**src/rtl/ep_flag_pkg.sv**
```systemverilog
package ep_flag_pkg;

   localparam int unsigned THRESH_W    = 13;
   localparam int unsigned IN_LVL_W    = 10;
   localparam int unsigned PKT_SEL_W   = 3;
   localparam int unsigned PKT_SEL_MAX = 4;

   typedef struct packed {
      logic prog;
      logic empty;
      logic full;
   } flag_set_t;

   function automatic logic [PKT_SEL_W-1:0] clamp_pkt_sel(input logic [PKT_SEL_W-1:0] raw);
      if (raw > PKT_SEL_W'(PKT_SEL_MAX))
         return PKT_SEL_W'(PKT_SEL_MAX);
      return raw;
   endfunction

endpackage

```
**src/rtl/epf_level_cmp.sv**
```systemverilog
module epf_level_cmp
   import ep_flag_pkg::*;
#(
   parameter int unsigned CNT_W = 16,
   parameter int unsigned PKT_W = 4
) (
   input  logic                clk,
   input  logic                rst_n,
   input  logic                is_in,
   input  logic                bytes_only,
   input  logic [THRESH_W-1:0] thresh,
   input  logic [PKT_W-1:0]    pkts,
   input  logic [CNT_W-1:0]    cur_bytes,
   input  logic [CNT_W-1:0]    total,
   output logic                prog_q
);

   logic [PKT_SEL_W-1:0] sel;
   logic [CNT_W-1:0]     in_lvl;
   logic [CNT_W-1:0]     out_lvl;
   logic                 pkt_hit;
   logic                 prog_nxt;
   logic                 seen_q;

   always_comb begin
      sel     = clamp_pkt_sel(thresh[THRESH_W-1:IN_LVL_W]);
      in_lvl  = CNT_W'(thresh[IN_LVL_W-1:0]);
      out_lvl = CNT_W'(thresh);
      pkt_hit = (pkts > PKT_W'(sel)) ||
                ((pkts == PKT_W'(sel)) && (cur_bytes >= in_lvl));
      if (!is_in)
         prog_nxt = (total >= out_lvl);
      else if (bytes_only)
         prog_nxt = (total >= in_lvl);
      else
         prog_nxt = pkt_hit;
   end

   always_ff @(posedge clk or negedge rst_n) begin
      if (!rst_n) begin
         prog_q <= 1'b0;
         seen_q <= 1'b0;
      end else begin
         prog_q <= prog_nxt;
         seen_q <= 1'b1;
      end
   end

   // OUT endpoint below its level never shows the flag next cycle
   a_r5_out_below_level: assert property (@(posedge clk) disable iff (!rst_n)
      (seen_q && $past(!is_in && (total < CNT_W'(thresh)))) |-> !prog_q);

   // no committed packet and a nonzero packet setting keeps the flag low
   a_r2_no_pkts_no_flag: assert property (@(posedge clk) disable iff (!rst_n)
      (seen_q && $past(is_in && !bytes_only && (pkts == '0) &&
                       (thresh[THRESH_W-1:IN_LVL_W] != '0))) |-> !prog_q);

   // byte mode with total at or above the low level shows the flag
   a_r4_bytes_reach: assert property (@(posedge clk) disable iff (!rst_n)
      (seen_q && $past(is_in && bytes_only &&
                       (total >= CNT_W'(thresh[IN_LVL_W-1:0])))) |-> prog_q);

endmodule

```
**src/rtl/epf_edge_flags.sv**
```systemverilog
module epf_edge_flags #(
   parameter int unsigned CNT_W = 16
) (
   input  logic             clk,
   input  logic             rst_n,
   input  logic             early,
   input  logic [CNT_W-1:0] total,
   input  logic [CNT_W-1:0] depth,
   output logic             empty_q,
   output logic             full_q
);

   logic [CNT_W:0] total_p1;
   logic [CNT_W:0] depth_x;
   logic           empty_nxt;
   logic           full_nxt;
   logic           seen_q;

   always_comb begin
      total_p1  = {1'b0, total} + 1'b1;
      depth_x   = {1'b0, depth};
      empty_nxt = early ? (total <= CNT_W'(1)) : (total == '0);
      full_nxt  = early ? (total_p1 >= depth_x) : ({1'b0, total} >= depth_x);
   end

   always_ff @(posedge clk or negedge rst_n) begin
      if (!rst_n) begin
         empty_q <= 1'b1;
         full_q  <= 1'b0;
         seen_q  <= 1'b0;
      end else begin
         empty_q <= empty_nxt;
         full_q  <= full_nxt;
         seen_q  <= 1'b1;
      end
   end

   // empty never reported with more than one entry present
   a_r6_empty_bound: assert property (@(posedge clk) disable iff (!rst_n)
      (seen_q && empty_q) |-> ($past(total) <= CNT_W'(1)));

   // full never reported more than one entry short of depth
   a_r7_full_bound: assert property (@(posedge clk) disable iff (!rst_n)
      (seen_q && full_q) |-> ($past({1'b0, total}) + 1'b1 >= $past({1'b0, depth})));

   // a truly empty FIFO is always reported empty
   a_r6_zero_is_empty: assert property (@(posedge clk) disable iff (!rst_n)
      (seen_q && $past(total == '0)) |-> empty_q);

endmodule

```
**src/rtl/epf_status_pack.sv**
```systemverilog
module epf_status_pack
   import ep_flag_pkg::*;
#(
   parameter int unsigned SLOT = 0
) (
   input  flag_set_t   flags,
   output logic [7:0]  status_byte
);

   logic [3:0] nib;
   assign nib = {1'b0, flags.prog, flags.empty, flags.full};

   generate
      if (SLOT == 0) begin : g_low
         assign status_byte = {4'h0, nib};
      end else begin : g_high
         assign status_byte = {nib, 4'h0};
      end
   endgenerate

endmodule

```
**src/rtl/ep_flag_gen.sv**
```systemverilog
module ep_flag_gen
   import ep_flag_pkg::*;
#(
   parameter int unsigned CNT_W = 16,
   parameter int unsigned PKT_W = 4,
   parameter int unsigned SLOT  = 0
) (
   input  logic                clk,
   input  logic                rst_n,
   input  logic                cfg_is_in,
   input  logic                cfg_bytes_only,
   input  logic [THRESH_W-1:0] cfg_thresh,
   input  logic                cfg_in_early,
   input  logic                cfg_out_early,
   input  logic [PKT_W-1:0]    fifo_pkts,
   input  logic [CNT_W-1:0]    fifo_cur_bytes,
   input  logic [CNT_W-1:0]    fifo_total,
   input  logic [CNT_W-1:0]    fifo_depth,
   output logic                flag_prog,
   output logic                flag_empty,
   output logic                flag_full,
   output logic [7:0]          status_byte
);

   generate
      if (CNT_W < THRESH_W) begin : g_bad_cnt
         $error("CNT_W must cover the 13-bit threshold");
      end
      if (PKT_W < PKT_SEL_W) begin : g_bad_pkt
         $error("PKT_W must hold a packet count of 4");
      end
      if (SLOT > 1) begin : g_bad_slot
         $error("SLOT selects one of two nibbles");
      end
   endgenerate

   logic      early;
   flag_set_t flags;

   assign early = cfg_is_in ? cfg_in_early : cfg_out_early;

   epf_level_cmp #(.CNT_W(CNT_W), .PKT_W(PKT_W)) u_level (
      .clk        (clk),
      .rst_n      (rst_n),
      .is_in      (cfg_is_in),
      .bytes_only (cfg_bytes_only),
      .thresh     (cfg_thresh),
      .pkts       (fifo_pkts),
      .cur_bytes  (fifo_cur_bytes),
      .total      (fifo_total),
      .prog_q     (flag_prog)
   );

   epf_edge_flags #(.CNT_W(CNT_W)) u_edge (
      .clk     (clk),
      .rst_n   (rst_n),
      .early   (early),
      .total   (fifo_total),
      .depth   (fifo_depth),
      .empty_q (flag_empty),
      .full_q  (flag_full)
   );

   assign flags = '{prog: flag_prog, empty: flag_empty, full: flag_full};

   epf_status_pack #(.SLOT(SLOT)) u_pack (
      .flags       (flags),
      .status_byte (status_byte)
   );

   // status nibble follows the registered flags with no extra delay
   a_r9_status_tracks: assert property (@(posedge clk) disable iff (!rst_n)
      $countones(status_byte) == $countones({flag_prog, flag_empty, flag_full}));

endmodule

```
**config.mk**
```make
export PLATFORM = sky130hd
export DESIGN_NAME = ep_flag_gen
export DESIGN_NICKNAME = d
export VERILOG_FILES = /design/src/rtl/ep_flag_pkg.sv /design/src/rtl/epf_level_cmp.sv /design/src/rtl/epf_edge_flags.sv /design/src/rtl/epf_status_pack.sv /design/src/rtl/ep_flag_gen.sv
export SDC_FILE = /design/constraint.sdc
export NUM_CORES = 1
export LEC_CHECK = 0
export CORE_UTILIZATION = 30
export CTS_CLUSTER_SIZE = 40
export DETAILED_ROUTE_END_ITERATION = 12
export GPL_TIMING_DRIVEN = 0
export SLEW_MARGIN = 10
export SYNTH_ARGS = -nofsm -noshare
export SYNTH_HDL_FRONTEND = slang
export SYNTH_HIERARCHICAL = 1
export SYNTH_SLANG_ARGS = --single-unit
export TNS_END_PERCENT = 20
```
**constraint.sdc**
```tcl
create_clock -name clk -period 0.9 [get_ports clk]
set_input_delay 0.09 -clock clk [delete_from_list [all_inputs] [get_ports clk]]
set_output_delay 0.09 -clock clk [all_outputs]
set_load 0.01 [all_outputs]
```
==> flow_results.org <==
** Run status
- Status :: finished with violations
- The checks that failed: setup timing.

** Synthesis
- The share of the Yosys chip area taken by registers is 0.03866.
- Of all flip-flops after synthesis, the portion carrying an async set or reset was 1.000.
- Of the total synthesized cell area, the portion taken by XOR and XNOR cells is 0.06210.
- Primary flip-flop cell chosen by synthesis mapping :: sky130_fd_sc_hd__dfrtp_1
- Proportion of synthesized area in mux cells :: 0.007605
- Largest family of logic cells by synthesized area :: adder cells
- Post-synthesis cell type with the largest combined area :: sky130_fd_sc_hd__ha_1
- Of the total synthesized cell area, the portion taken by full adders, half adders and majority gates is 0.3929.
- Yosys attributes the largest share of cell area to sky130_fd_sc_hd__ha_1 (39%), sky130_fd_sc_hd__inv_1 (6.5%), sky130_fd_sc_hd__a21oi_1 (4.6%), sky130_fd_sc_hd__xnor2_1 (3.5%), sky130_fd_sc_hd__buf_4 (3.0%).
- Yosys mapped a number of flops with a built-in enable equal to 0.
- Gate Count Post-Synth :: 251
- Number of synthesis warnings :: 6
- Synthesized flop and latch total :: 3
- Share of synthesized cell area in and, or, nand and nor gates :: 0.2288
- The synthesized netlist occupies a cell area of 1974 um2.
- The share of synthesized area in the top cell type comes to 0.3929.
- Average footprint of a synthesized cell :: 7.866 um2
- Synthesis instantiated 49 different standard cells from the library.
- Share of the synthesized area in compound gates (AO/OA/AOI/OAI) :: 0.1730

** Global route
- The number of antenna violations at the first check in global routing was 0.
- For this run the aggregate overflow at the end of global routing stands at 0.
- Global-route wire length before repair :: 9.397 mm
- For this run, the total global-route usage over all layers was measured as 0.1623.
- Pin count of the biggest net entering global routing :: 10
- The number of global-route vias before repair came to 2118.

** Timing
- After routing, the total negative slack on setup checks comes to -2.369 ns.
- Setup violations remaining at the end of the flow were counted as 6.
- Final count of pins violating max slew :: 0
- After layout, the worst setup slack is -1.109 ns.
- Unrepaired setup endpoints after global routing :: true
- Fmax :: 497.8 MHz
- Share of the clock period used by the worst path after layout :: 2.232
- Subtracting the final worst setup slack from the clock period gives 2.009 ns.
- Final Hold Viols :: 0

** Route
- Drt via density :: 4.878
- After the first detailed-routing iteration, the DRC count stood at 69.
- Once detail routing completed, the nets flagged for antenna violations numbered 0.
- Total routed wirelength :: 5.343 mm
- Average routed wire per standard cell :: 12.81 um
- Before antenna repair, the detailed router went through 4 iterations.
- The routed layout has 2034 vias.
- In the routed design, unresolved DRC markers number 0.

** Clock tree
- Sink Count :: 3
- Clock input transition at the sequential cells of the worst setup and hold paths :: 0.03 ns
- Number of buffers between clock root and the deepest sink :: 2
- TritonCTS built the clock tree.
- In this run the number of H-tree levels came out at 1.
- Number of buffers added by the clock tree synthesis step :: 3
- The tree is rooted in a sky130_fd_sc_hd__clkbuf_8.

** Worst setup path
- The number of buffers and inverters on the critical path is 1.
- By startpoint and endpoint, the worst setup path is classified as input pin to register.
- For the worst setup path, the data arrival time is 2.13 ns.
- The worst setup path is captured at a register.
- STA classifies the critical path startpoint as an input pin.
- Most frequent cell on the critical path :: sky130_fd_sc_hd__and3_4
- Slowest cell on crit path :: sky130_fd_sc_hd__a311o_1
- Crit path max-delay family :: compound AO/OA/AOI/OAI gates
- Data on the critical path is required at its endpoint by 1.03 ns.
- In this run the worst path has a maximum fanout of 3.
- Traced cell by cell, the critical path runs through buf_8 -> and3_4 -> and3_4 -> nand3_2 -> xnor2_1 -> ha_1 -> nand4_1 -> a311o_1 -> a21o_1 -> a31oi_2.
- Maximum single-stage delay on the critical path :: 0.39 ns

** Pwr
- For this design the ratio of total power to cell area is 589.0 nW/um2.
- Max IR drop VDD :: 0.4538 mV
- Leakage power total :: 1.435 nW

** Placement
- Timing analysis after detailed placement gives a worst setup slack of -1.927 ns.
- Summed over all nets, the half-perimeter wirelength after detailed placement is 4.611 mm.
- At the end of routability-driven placement, the weighted congestion stood at 0.8171.
- Once placement completed, the tool counted placed cells totaling 408.
- Summing all placed instances gives a cell area of 2859 um2.
- The count of buffers added on input and output ports is 76.

** Die
- Boundary pin count :: 82
- The floorplan step defined a die boundary enclosing 6910 um2.
- Die extent in x :: 83.13 um
- After floorplanning, the core was divided into 29 placement rows.
- Core area :: 6350 um2
- Measured along the y axis, the die boundary spans 83.13 um.
- Initial cell density of the core :: 0.3109

** Final layout
- Share of final-layout standard cells stronger than drive strength 1 :: 0.1647
- Leaving out fill and tap cells, the most frequent cell in the layout is sky130_fd_sc_hd__ha_1.
- At the end of the flow, the number of nets in the layout was 474.
- After routing the design area is 2977 um2.
- Leading cell types in the layout, fill and taps excluded :: sky130_fd_sc_hd__ha_1 (61), sky130_fd_sc_hd__clkdlybuf4s50_1 (54), sky130_fd_sc_hd__inv_1 (33), sky130_fd_sc_hd__a21oi_1 (17)
- Cell Count, Final, Fillers Out :: 417
- Compared with the post-synthesis result, the final layout area differs by 50.76%.
- ANT cells :: 0

** Run
- Max-cap violations in this run came to 0.

** Hold path
- The min-delay analysis places its worst path in the category input pin to asynchronous set/reset pin.
## layer usage
layer  GRT usage  wire length [um]  vias up
li1            -                 -     1088
met1      0.2174              2519      881
met2      0.2824              2543       63
met3     0.01292               262        2
met4     0.03605                17        0
met5           0                 0        -
## power breakdown
part	internal [mW]	switching [mW]	total [mW]
sequential	0.149	0.00518	0.154
combinational	0.661	0.551	1.21
clock	0.302	0.0854	0.387
total	1.11	0.641	1.75
## per-stage QoR
stage	utilization	hold WS, ns	total power [mW]
2_1_floorplan	-	-0.2056	0.7638
4_1_cts	0.4684	0.05405	1.769
3_3_place_gp	0.4502	0.2801	1.323
5_1_grt	0.4688	0.07097	1.939
6_report	0.4688	0.05625	1.753
3_5_place_dp	0.4502	0.2817	1.340
## final cells by class
class,instances,area [um2]
flip-flops and latches,3,76.32
well taps,77,96.34
repair buffers,81,792.0
fillers,649,3373
plain buffers,8,60.06
inverters,34,127.6
multi-input cells,210,1779
clock buffers,4,45.04
## flip-flops by register name (all words and copies together), names as in the netlist
register        cells
u_edge/empty_q      1
u_edge/full_q       1
u_level/prog_q      1
## kinds of logic (layout without fill, tap and decap cells)
family | Yosys count | count (layout)
compound gates | 51 | 51
xor+xnor | 14 | 14
fa+ha+maj | 62 | 62
buf+inv | 42 | 127
flops | 3 | 3
mux | 1 | 1
other cells | 1 | 5
simple gates | 77 | 77
## cells in the mapped netlist (2+ instances only)
| cell | instances |
|---|---|
| sky130_fd_sc_hd__nand3_1 | 9 |
| sky130_fd_sc_hd__nand3_2 | 2 |
| sky130_fd_sc_hd__and3_1 | 2 |
| sky130_fd_sc_hd__xor2_1 | 6 |
| sky130_fd_sc_hd__buf_4 | 8 |
| sky130_fd_sc_hd__nand2b_1 | 4 |
| sky130_fd_sc_hd__nor2b_1 | 2 |
| sky130_fd_sc_hd__nand4_1 | 9 |
| sky130_fd_sc_hd__o21ai_0 | 6 |
| sky130_fd_sc_hd__dfrtp_1 | 2 |
| sky130_fd_sc_hd__nor2_1 | 14 |
| sky130_fd_sc_hd__nor3_1 | 5 |
| sky130_fd_sc_hd__o211ai_1 | 3 |
| sky130_fd_sc_hd__xnor2_1 | 8 |
| sky130_fd_sc_hd__ha_1 | 62 |
| sky130_fd_sc_hd__nand2_1 | 14 |
| sky130_fd_sc_hd__a21o_1 | 4 |
| sky130_fd_sc_hd__inv_1 | 34 |
| sky130_fd_sc_hd__a211oi_1 | 5 |
| sky130_fd_sc_hd__nor4_1 | 4 |
| sky130_fd_sc_hd__and3_4 | 2 |
| sky130_fd_sc_hd__a21oi_1 | 18 |
| sky130_fd_sc_hd__nor4b_1 | 2 |
## worst max path at each step
stage	cells after the start	end	startpoint	slack, ns
5_1_grt	11	u_edge/full_q$_DFF_PN0_	fifo_total[1]	-1.24
3_3_place_gp	11	u_edge/full_q$_DFF_PN0_	fifo_total[0]	-1.95
4_1_cts	11	u_edge/full_q$_DFF_PN0_	fifo_total[3]	-1.11
6_report	10	u_edge/full_q$_DFF_PN0_	fifo_total[3]	-1.11
3_5_place_dp	11	u_edge/full_q$_DFF_PN0_	fifo_total[0]	-1.93
2_1_floorplan	10	u_edge/full_q$_DFF_PN0_	fifo_total[3]	-0.89
## repair_timing
action,CTS,global route
endpoints found under the setup margin,9,9
resized for setup,95,10
setup buffers,5,0
pin swaps,9,4
gates cloned,0,0
hold buffers,0,0
Note: power is estimated with default switching activity, not from simulation.
